$ cat src/rtl/ecc_err_pkg.sv
package ecc_err_pkg;
  typedef struct packed {
    logic capture;
    logic clear;
  } logStrobe_t;
endpackage

$ cat src/rtl/ecc_err_ctrl.sv
module ecc_err_ctrl
  import ecc_err_pkg::*;
#(
  parameter int LANES = 8,
  parameter int ADDR_W = 8,
  parameter int DATA_W = 32,
  parameter logic [ADDR_W-1:0] REG_OFFSET = 8'h98,
  parameter int PULSE_MIN = 2
) (
  input  logic              clk,
  input  logic              rstN,
  input  logic [LANES-1:0]  laneCorr,
  input  logic              uncorrErr,
  input  logic              mchkEn,
  input  logic [ADDR_W-1:0] regAddr,
  input  logic              regWr,
  input  logic [DATA_W-1:0] regWdata,
  input  logic              logEmpty,
  output logStrobe_t        strobe,
  output logic              mchkN
);
  localparam int CNT_W = $clog2(PULSE_MIN + 1);
  localparam logic [CNT_W-1:0] CNT_LOAD = CNT_W'(PULSE_MIN);

  logic clearHit;
  logic [CNT_W-1:0] pulseCnt;

  // re-arm only on the exact all-ones pattern at the register offset
  assign clearHit = regWr && (regAddr == REG_OFFSET) && (regWdata == '1);

  always_comb begin
    strobe.clear   = clearHit;
    strobe.capture = logEmpty && (|laneCorr) && !clearHit;
  end

  // machine-check stretcher: every enabled event reloads the count
  always_ff @(posedge clk) begin
    if (!rstN) begin
      pulseCnt <= '0;
    end else if (uncorrErr && mchkEn) begin
      pulseCnt <= CNT_LOAD;
    end else if (pulseCnt != '0) begin
      pulseCnt <= pulseCnt - 1'b1;
    end
  end

  assign mchkN = (pulseCnt == '0);
endmodule

$ cat src/rtl/ecc_err_dp.sv
module ecc_err_dp
  import ecc_err_pkg::*;
#(
  parameter int LANES = 8,
  parameter int ADDR_W = 8,
  parameter int DATA_W = 32,
  parameter logic [ADDR_W-1:0] REG_OFFSET = 8'h98
) (
  input  logic              clk,
  input  logic              rstN,
  input  logStrobe_t        strobe,
  input  logic [LANES-1:0]  laneCorr,
  input  logic [ADDR_W-1:0] regAddr,
  output logic [DATA_W-1:0] rdData,
  output logic              irqCorr,
  output logic              logEmpty,
  output logic [LANES-1:0]  flagsQ
);
  logic irqQ;

  always_ff @(posedge clk) begin
    if (!rstN) begin
      flagsQ <= '0;
      irqQ   <= 1'b0;
    end else if (strobe.clear) begin
      flagsQ <= '0;
      irqQ   <= 1'b0;
    end else if (strobe.capture) begin
      flagsQ <= laneCorr;
      irqQ   <= 1'b1;
    end
  end

  assign logEmpty = (flagsQ == '0);
  assign irqCorr  = irqQ;
  // upper bits are reserved and read as zero
  assign rdData   = (regAddr == REG_OFFSET) ? DATA_W'(flagsQ) : '0;
endmodule

$ cat src/rtl/ecc_err_log.sv
module ecc_err_log
  import ecc_err_pkg::*;
#(
  parameter int LANES = 8,
  parameter int ADDR_W = 8,
  parameter int DATA_W = 32,
  parameter logic [ADDR_W-1:0] REG_OFFSET = 8'h98,
  parameter int PULSE_MIN = 2
) (
  input  logic              clk,
  input  logic              rstN,
  input  logic [LANES-1:0]  laneCorr,
  input  logic              uncorrErr,
  input  logic              mchkEn,
  input  logic [ADDR_W-1:0] regAddr,
  input  logic              regWr,
  input  logic [DATA_W-1:0] regWdata,
  output logic [DATA_W-1:0] rdData,
  output logic              irqCorr,
  output logic              mchkN
);
  logStrobe_t strobe;
  logic logEmpty;
  logic [LANES-1:0] flagsQ;

  ecc_err_ctrl #(
    .LANES(LANES), .ADDR_W(ADDR_W), .DATA_W(DATA_W),
    .REG_OFFSET(REG_OFFSET), .PULSE_MIN(PULSE_MIN)
  ) u_ctrl (
    .clk(clk), .rstN(rstN), .laneCorr(laneCorr), .uncorrErr(uncorrErr),
    .mchkEn(mchkEn), .regAddr(regAddr), .regWr(regWr), .regWdata(regWdata),
    .logEmpty(logEmpty), .strobe(strobe), .mchkN(mchkN)
  );

  ecc_err_dp #(
    .LANES(LANES), .ADDR_W(ADDR_W), .DATA_W(DATA_W), .REG_OFFSET(REG_OFFSET)
  ) u_dp (
    .clk(clk), .rstN(rstN), .strobe(strobe), .laneCorr(laneCorr),
    .regAddr(regAddr), .rdData(rdData), .irqCorr(irqCorr),
    .logEmpty(logEmpty), .flagsQ(flagsQ)
  );
endmodule

$ cat config.mk
export PLATFORM = sky130hd
export DESIGN_NAME = ecc_err_log
export DESIGN_NICKNAME = d
export VERILOG_FILES = /design/src/rtl/ecc_err_pkg.sv /design/src/rtl/ecc_err_ctrl.sv /design/src/rtl/ecc_err_dp.sv /design/src/rtl/ecc_err_log.sv
export SDC_FILE = /design/constraint.sdc
export NUM_CORES = 1
export LEC_CHECK = 0
export ABC_AREA = 0
export ABC_CLOCK_PERIOD_IN_PS = 3800
export BUFFER_PORTS_ARGS = -buffer_cell sky130_fd_sc_hd__buf_2
export CORE_MARGIN = 2
export CORE_UTILIZATION = 36
export CTS_BUF_LIST = sky130_fd_sc_hd__clkbuf_2
export DETAILED_ROUTE_END_ITERATION = 8
export MAX_ROUTING_LAYER = met4
export PLACE_DENSITY = 0.89
export RECOVER_POWER = 100
export SKIP_LAST_GASP = 1
export SLEW_MARGIN = 30
export SYNTH_ARGS = -nofsm -noshare
export SYNTH_HDL_FRONTEND = slang
export SYNTH_SLANG_ARGS = --single-unit
$ cat constraint.sdc
create_clock -name clk -period 3.8 [get_ports clk]
set_input_delay 1.14 -clock clk [delete_from_list [all_inputs] [get_ports clk]]
set_output_delay 1.14 -clock clk [all_outputs]
set_load 0.01 [all_outputs]
==> flow_summary.yaml, run 1 <==
run_status:
  status: "finished clean"
yosys:
  synth_edf_count: 0
  async_reset_ff_share_pct: 0
  synth_cell_types: 23
  ys_seq_area_share_pct: 29.7
  synth_warnings: 0
  synthFlopType: "dfxtp_1"
  ys_seq_elements: 11
  syn_inst: 92
  syn_area_sq_um: 741
  avgSynthCellArea_sq_um: 8.05
setup_path:
  path_max_fanout: 10
  startpoint_type: "input pin"
  reg2reg_depth: 4
  worst-setup-path-type: "input pin to output port"
  worstSetupEndpoint: "rdData[5]"
  startpoint: "regAddr[2]"
  rrSetupSlack_ps: 2410
  cp.arrival_ps: 2250
  r2r-start: "u_dp.flagsQ[4]"
  worstSetupEndpointType: "output port"
  critPathRequiredTime_ps: 2660
  r2r-end: "u_dp.flagsQ[7]"
clock_network:
  cts_num_sinks: 11
  h-tree-depth: 1
  clock_latency_ps: 260
  cts_buffers: 3
  root_buffer: "clkbuf_2"
  cts_tree: "built"
  clk_pin_slew_ps: 100
  cts-hold-fix-buffers: 0
  clk_path_buf_depth: 2
  post_cts_resized: 0
  postCtsSetupRepairBufs: 0
drt:
  dr.pass1.iters: 4
  routedWlPerCell_um: 9.81
  viasPerCell: 4.37
  vias: 800
  drc_errors: 0
  drtIter0Drc: 6
  wirelength_um: 1800
  ant_nets: 0
placement:
  dp_hpwl_um: 1570
  placedInstanceArea_sq_um: 986
  port_buffers: 62
  place_congestion: 0.797
sta:
  rsz0062_at_grt: "false"
  timing.final.max_slew_violations: 0
  fmax_ghz: 0.295
  finClkSkew_ps: 5.27
  hold_viol_final: 0
  fin_crit_sh_pct: 89.1
  setup_viol: 0
  setup_tns_ps: 0
  period_minus_slack_ps: 3390
cells_and_area:
  layout_commonest_cell: "buf_2"
  drive_gt1_share_pct: 39.7
  multi_input_area_sq_um: 418
  final_cell_mix: "buf_2, conb_1, nor2_1, dfxtp_1"
  area_growth_pct: 34.5
  nets: 210
  seqCellArea_sq_um: 220
  fillers: 217
  antenna_cells: 0
  fin_area_sq_um: 996
floorplan:
  core-area_sq_um: 1940
  pin_count: 87
  die_x_um: 49.4
  start_util_pct: 38.1
  rows: 16
  die_y_um: 49.4
  die_area_sq_um: 2440
global_routing:
  grt.overflow.total: 0
  grt_pass1_vias: 731
  antenna_found_initial: 0
  grt_usage_pct: 14.7
  grt_max_degree: 11
  grt_pass1_wl_um: 2730
hold_path:
  hp-class: "flip-flop to flip-flop"
  min-delay-start: "u_ctrl.pulseCnt[0]"
  hold_depth: 1
flow_run:
  max_cap_viol_count: 0
power:
  p_sw_uw: 138
  sw_frac_of_total_pct: 36.0
  vdd_ir_drop_max_mv: 0.247
  seqPwrFrac_pct: 42.0
  combPwrFrac_pct: 41.0
  p_int_uw: 246
  p_per_area_nw_per_um2: 386
  leakagePower_nw: 0.532
  p_clk_share_pct: 17.0
==> state kept, by name, summed over array words and instances, names as in the netlist <==
signal,cells
u_dp.flagsQ,8
u_ctrl.pulseCnt,2
u_dp.irqCorr,1
==> routing by layer <==
| metal | vias up | wire length, um | GRT usage [%] |
|---|---|---|---|
| met5 | - | 0 | - |
| met1 | 346 | 590 | 11.8 |
| met3 | 8 | 169 | 3.99 |
| met2 | 44 | 972 | 28.4 |
| met4 | 0 | 63 | 9.52 |
| li1 | 402 | - | - |
==> cell type report <==
cell class	instances	share of cell area (%)
timing repair buffer	62	30.2
clock buffer	4	2.01
inverter	1	0.377
multi-input combinational	78	42.0
tap	27	3.39
sequential	11	22.1
==> worst max-delay path, cell delays in order <==
cell and delay (ps):
buf_2 90, nor4bb_1 240, and4b_1 390, and2_0 210
buf_2 160
==> worst min-delay path by stage <==
| stage | end | slack [ps] |
|---|---|---|
| 2_1_floorplan | u_ctrl.pulseCnt[0] | 420 |
| 3_3_place_gp | u_ctrl.pulseCnt[0] | 430 |
| 3_5_place_dp | u_ctrl.pulseCnt[0] | 440 |
| 4_1_cts | u_ctrl.pulseCnt[0] | 460 |
| 5_1_grt | u_ctrl.pulseCnt[0] | 480 |
| 6_report | u_ctrl.pulseCnt[0] | 460 |
==> power groups by stage <==
stage	logic, mW	registers [mW]	clock network (mW)
4_1_cts	0.160	0.160	0.0688
2_1_floorplan	0.132	0.159	0
3_3_place_gp	0.155	0.161	0
6_report	0.158	0.161	0.0653
5_1_grt	0.174	0.165	0.0748
3_5_place_dp	0.160	0.163	0
==> cell families (layout without fill, tap and decap cells) <==
logic type             after synthesis  in the layout  share of synthesized area (%)
DFF                                 11             11                           29.7
buffers and inverters               26             67                           25.5
and+or+nand+nor                     42             42                           34.5
AOI/OAI and AO/OA                   12             12                           9.80
other                                1             24                          0.506
==> synth_stat cells, drive strengths merged (2+ instances only) <==
| cell | count | area, sq um |
|---|---|---|
| a21oi | 8 | 40.0 |
| and2 | 8 | 51.3 |
| buf | 25 | 185 |
| dfxtp | 11 | 220 |
| nand2 | 3 | 11.3 |
| nand4 | 8 | 50.1 |
| nor2 | 13 | 65.1 |
| nor4 | 3 | 18.8 |
| or4 | 2 | 22.5 |
==> through the flow <==
stage                     power, mW  hold slack (ps)  utilization (%)  worst slack, ps  std cells
after detailed placement      0.323              440             50.8              449        179
after CTS                     0.389              455             51.8              449        183
final                         0.384              457             51.3              413        183
after global placement        0.316              428             50.8              515        179
after global routing          0.413              478             51.3              354        183
after floorplan               0.292              415                -              790        115
No activity file was read; power rests on OpenSTA's default activity.
==> run 2, diff against run 1 <==
- GPL_TIMING_DRIVEN: unset -> 0
==> run 2 against run 1 <==
Non-clock buffer count rose by 25. Clock power rose by 6.3%. Cell area rose by 19%. Final cell count rose by 14%. Global-route usage rose by 3.1 points. Fmax fell by 1.5%. Core utilization rose by 9.7 points. Clock skew fell by 0.88 ps. Via count rose by 13%. Sequential power barely moved. Clock-buffer cell count did not move. Largest cell class is now non-clock buffers.
==> flow_summary.yaml, run 2 (same netlist as run 1, synthesis figures left out) <==
cells_and_area:
  area_growth_pct: 59.8
  final_cell_mix: "buf_2, buf_4, conb_1, nor2_1, dfxtp_1"
  fin_area_sq_um: 1180
  multi_input_area_sq_um: 418
  top_register: "u_dp.flagsQ"
  instances_no_fill: 208
  fillers: 179
  utilization_pct: 61.0
  layout_commonest_cell: "buf_2"
  antenna_cells: 0
  nets: 235
  drive_gt1_share_pct: 49.2
  seqCellArea_sq_um: 220
  largest_reg_flops: 8
setup_path:
  reg2reg_depth: 4
  max_stage_delay_ps: 280
  cp.arrival_ps: 2300
  worstSetupEndpointType: "output port"
  path_cells: "buf_2 > nor4bb_1 > and4b_1 > clkbuf_1 > and2_2 > clkbuf_1"
  r2r-end: "u_dp.flagsQ[7]"
  rrSetupSlack_ps: 2400
  crit_slowest_cell: "clkbuf_1"
  startpoint_type: "input pin"
  worst-path-buf-inv: 3
  critPathRequiredTime_ps: 2660
  crit_top_cell: "clkbuf_1"
  path_delay_family: "simple AND/OR/NAND/NOR gates"
  path_max_fanout: 10
  r2r-start: "u_dp.flagsQ[4]"
  worst-setup-path-type: "input pin to output port"
floorplan:
  pin_count: 87
  core-area_sq_um: 1940
  rows: 16
  die_area_sq_um: 2440
  die_x_um: 49.4
  start_util_pct: 38.1
  die_y_um: 49.4
drt:
  ant_nets: 0
  wirelength_um: 2210
  vias: 904
  viasPerCell: 4.35
  routedWlPerCell_um: 10.6
  drc_errors: 0
  dr.pass1.iters: 4
  drtIter0Drc: 9
placement:
  pre_cts_slack_ps: 509
  port_buffers: 62
  dp.cells: 204
  dp_hpwl_um: 1880
  place_congestion: 0.700
  placedInstanceArea_sq_um: 1170
clock_network:
  postCtsSetupRepairBufs: 0
  cts_tree: "built"
  h-tree-depth: 1
  cts-hold-fix-buffers: 0
  clk_pin_slew_ps: 110
  clock_latency_ps: 270
  post_cts_resized: 0
  cts_num_sinks: 11
  cts_buffers: 3
  clk_path_buf_depth: 2
  root_buffer: "clkbuf_2"
sta:
  fmax_ghz: 0.291
  holdWs_ps: 465
  timing.final.max_slew_violations: 0
  setup_tns_ps: 0
  fin_crit_sh_pct: 90.4
  period_minus_slack_ps: 3440
  hold_viol_final: 0
  setup_viol: 0
  rsz0062_at_grt: "false"
  finClkSkew_ps: 4.40
  setup_ws_ps: 364
global_routing:
  antenna_found_initial: 0
  grt_max_degree: 11
  grt.overflow.total: 0
  grt_pass1_wl_um: 3200
  grt_usage_pct: 17.8
  grt_pass1_vias: 803
power:
  leakagePower_nw: 0.674
  seqPwrFrac_pct: 39.4
  p_per_area_nw_per_um2: 348
  vdd_ir_drop_max_mv: 0.215
  p_int_uw: 262
  sw_frac_of_total_pct: 36.4
  p_total_uw: 412
  p_clk_share_pct: 16.8
  p_sw_uw: 150
  combPwrFrac_pct: 43.8
flow_run:
  max_cap_viol_count: 0
hold_path:
  hold_depth: 1
  hp-class: "flip-flop to flip-flop"
  hold-path-endpoint: "u_ctrl.pulseCnt[0]"
  min-delay-start: "u_ctrl.pulseCnt[0]"
run_status:
  status: "finished clean"
run 2: area by class of cell:
type	instances	area share (%)
multi-input combinational	78	35.3
timing repair buffer	62	25.7
sequential	11	18.6
buffer	25	15.5
tap	27	2.85
clock buffer	4	1.69
inverter	1	0.317
run 2: worst max-delay path by stage:
stage,start,to,slack (ps),cells past startpoint
CTS,regAddr[2],rdData[6],510,6
detailed placement,regAddr[2],rdData[6],510,6
global placement,regAddr[2],rdData[6],540,6
global route,regAddr[2],rdData[4],220,6
floorplan,regAddr[2],rdData[0],790,4
finish,regAddr[2],rdData[4],360,6
run 2: layer usage:
metal | vias up | routed length (um) | GRT usage [%]
li1 | 452 | - | -
met1 | 389 | 765 | 14.7
met2 | 50 | 1210 | 35.1
met3 | 13 | 162 | 4.29
met4 | 0 | 75 | 10.0
met5 | - | 0 | -
run 2: power by group through the flow:
stage          combinational [mW]  clock [mW]  sequential (mW)
2_1_floorplan               0.132           0            0.159
3_3_place_gp                0.173           0            0.160
3_5_place_dp                0.178           0            0.164
4_1_cts                     0.180      0.0694            0.161
5_1_grt                     0.197      0.0730            0.165
6_report                    0.180      0.0694            0.162
run 2: worst register-to-register path: stages (launching register included):
cell	delay [ps]
dfxtp_1	350
or4_4	570
nor2_8	180
a21o_1	130
and3_1	130
==> run 3, diff against run 2 <==
- REMOVE_ABC_BUFFERS: unset -> 1
- TNS_END_PERCENT: unset -> 20
==> run 3 against run 2 <==
Final cell count is 12% lower. Die area is the same. Core utilization fell by 9.8 points. Worst hold slack worse by 15 ps. Sequential power is essentially flat. Global-route usage decreased by 1.7 points. Clock skew fell by 2.8 ps. Fmax increased by 2.6%. Combinational power shrank 9%. Clock-buffer cell count did not move. Register-to-register slack about the same. Clock power down 6.2%. Critical path type unchanged. Largest power group unchanged.
==> flow_summary.yaml, run 3 (same netlist as run 1, synthesis figures left out) <==
cells_and_area:
  instances_no_fill: 183
  nets: 210
  fin_area_sq_um: 993
  final_cell_mix: "buf_2, conb_1, nor2_1, dfxtp_1, clkbuf_1"
  largest_reg_flops: 8
  area_growth_pct: 34.1
  top_register: "u_dp.flagsQ"
  layout_commonest_cell: "buf_2"
  drive_gt1_share_pct: 38.5
  antenna_cells: 0
  fillers: 196
floorplan:
  rows: 16
  core-area_sq_um: 1940
  pin_count: 87
  die_x_um: 49.4
  start_util_pct: 38.1
  die_y_um: 49.4
  die_area_sq_um: 2440
placement:
  dp_hpwl_um: 1680
  placedInstanceArea_sq_um: 986
  place_congestion: 0.731
  dp.cells: 179
  port_buffers: 62
drt:
  vias: 792
  viasPerCell: 4.33
  wirelength_um: 1950
  dr.pass1.iters: 4
  ant_nets: 0
  drtIter0Drc: 24
  routedWlPerCell_um: 10.6
  drc_errors: 0
clock_network:
  cts_num_sinks: 11
  cts-hold-fix-buffers: 0
  cts_tree: "built"
  clock_latency_ps: 240
  cts_buffers: 3
  h-tree-depth: 1
  root_buffer: "clkbuf_2"
  postCtsSetupRepairBufs: 0
  post_cts_resized: 0
  clk_path_buf_depth: 2
  clk_pin_slew_ps: 100
global_routing:
  antenna_found_initial: 0
  grt_usage_pct: 16.1
  grt.overflow.total: 0
  grt_max_degree: 11
  grt_pass1_wl_um: 3020
  grt_pass1_vias: 728
setup_path:
  worstSetupEndpoint: "rdData[4]"
  startpoint_type: "input pin"
  rrSetupSlack_ps: 2390
  reg2reg_depth: 4
  r2r-start: "u_dp.flagsQ[4]"
  startpoint: "regAddr[2]"
  worst-setup-path-type: "input pin to output port"
  worstSetupEndpointType: "output port"
  critPathRequiredTime_ps: 2660
  cp.arrival_ps: 2210
  path_max_fanout: 10
  r2r-end: "u_dp.flagsQ[7]"
run_status:
  status: "finished clean"
sta:
  setup_tns_ps: 0
  timing.final.max_slew_violations: 0
  period_minus_slack_ps: 3350
  fin_crit_sh_pct: 88.2
  rsz0062_at_grt: "false"
  fmax_ghz: 0.298
  finClkSkew_ps: 1.57
  setup_viol: 0
  hold_viol_final: 0
power:
  vdd_ir_drop_max_mv: 0.214
  leakagePower_nw: 0.525
  p_per_area_nw_per_um2: 391
hold_path:
  hp-class: "flip-flop to flip-flop"
flow_run:
  max_cap_viol_count: 0
-- run 3: changes by cell type in the layout (fill, tap and decap cells not counted) --
cell      change
and2_0        -5
and2_1        +5
buf_2         -5
buf_4        -24
clkbuf_1      +4
-- run 3: layout make-up --
class	instances	area, sq um	share of cell area [%]
sequential	11	220	22.2
inverter	1	3.75	0.378
clock buffer	4	20.0	2.02
tap	27	33.8	3.40
timing repair buffer	62	298	30.0
multi-input combinational	78	418	42.1
-- run 3: per-layer routing --
layer	vias to the layer above	global-route usage (%)	share of wire, %
li1	403	-	-
met1	354	17.2	39
met2	35	30.4	55
met3	0	3.99	6.1
met4	0	1.43	0
met5	-	-	0
-- run 3: per-stage QoR --
step | worst slack (ps) | util (%) | power, mW | hold WS, ps
CTS | 481 | 51.8 | 0.392 | 453
floorplan | 793 | - | 0.273 | 415
global placement | 505 | 50.8 | 0.317 | 426
detailed placement | 481 | 50.8 | 0.325 | 437
finish | 449 | 51.2 | 0.388 | 450
global route | 334 | 51.2 | 0.415 | 479
-- run 3: worst max-delay path: stages --
cell and delay [ps]:
buf_2 90, nor4bb_1 240, and4b_1 400, and2_2 200
clkbuf_1 140
-- run 3: worst min-delay path by stage --
stage                             from  cells past startpoint                  to
finish              u_ctrl.pulseCnt[0]                      1  u_ctrl.pulseCnt[0]
global route        u_ctrl.pulseCnt[0]                      1  u_ctrl.pulseCnt[0]
CTS                 u_ctrl.pulseCnt[0]                      1  u_ctrl.pulseCnt[0]
detailed placement  u_ctrl.pulseCnt[0]                      1  u_ctrl.pulseCnt[0]
global placement    u_ctrl.pulseCnt[0]                      1  u_ctrl.pulseCnt[0]
floorplan           u_ctrl.pulseCnt[0]                      1  u_ctrl.pulseCnt[0]
-- run 3: power breakdown --
part / switching (mW) / internal (mW)
logic: 0.0871 / 0.0764
clock network: 0.0372 / 0.0280
registers: 0.0174 / 0.142
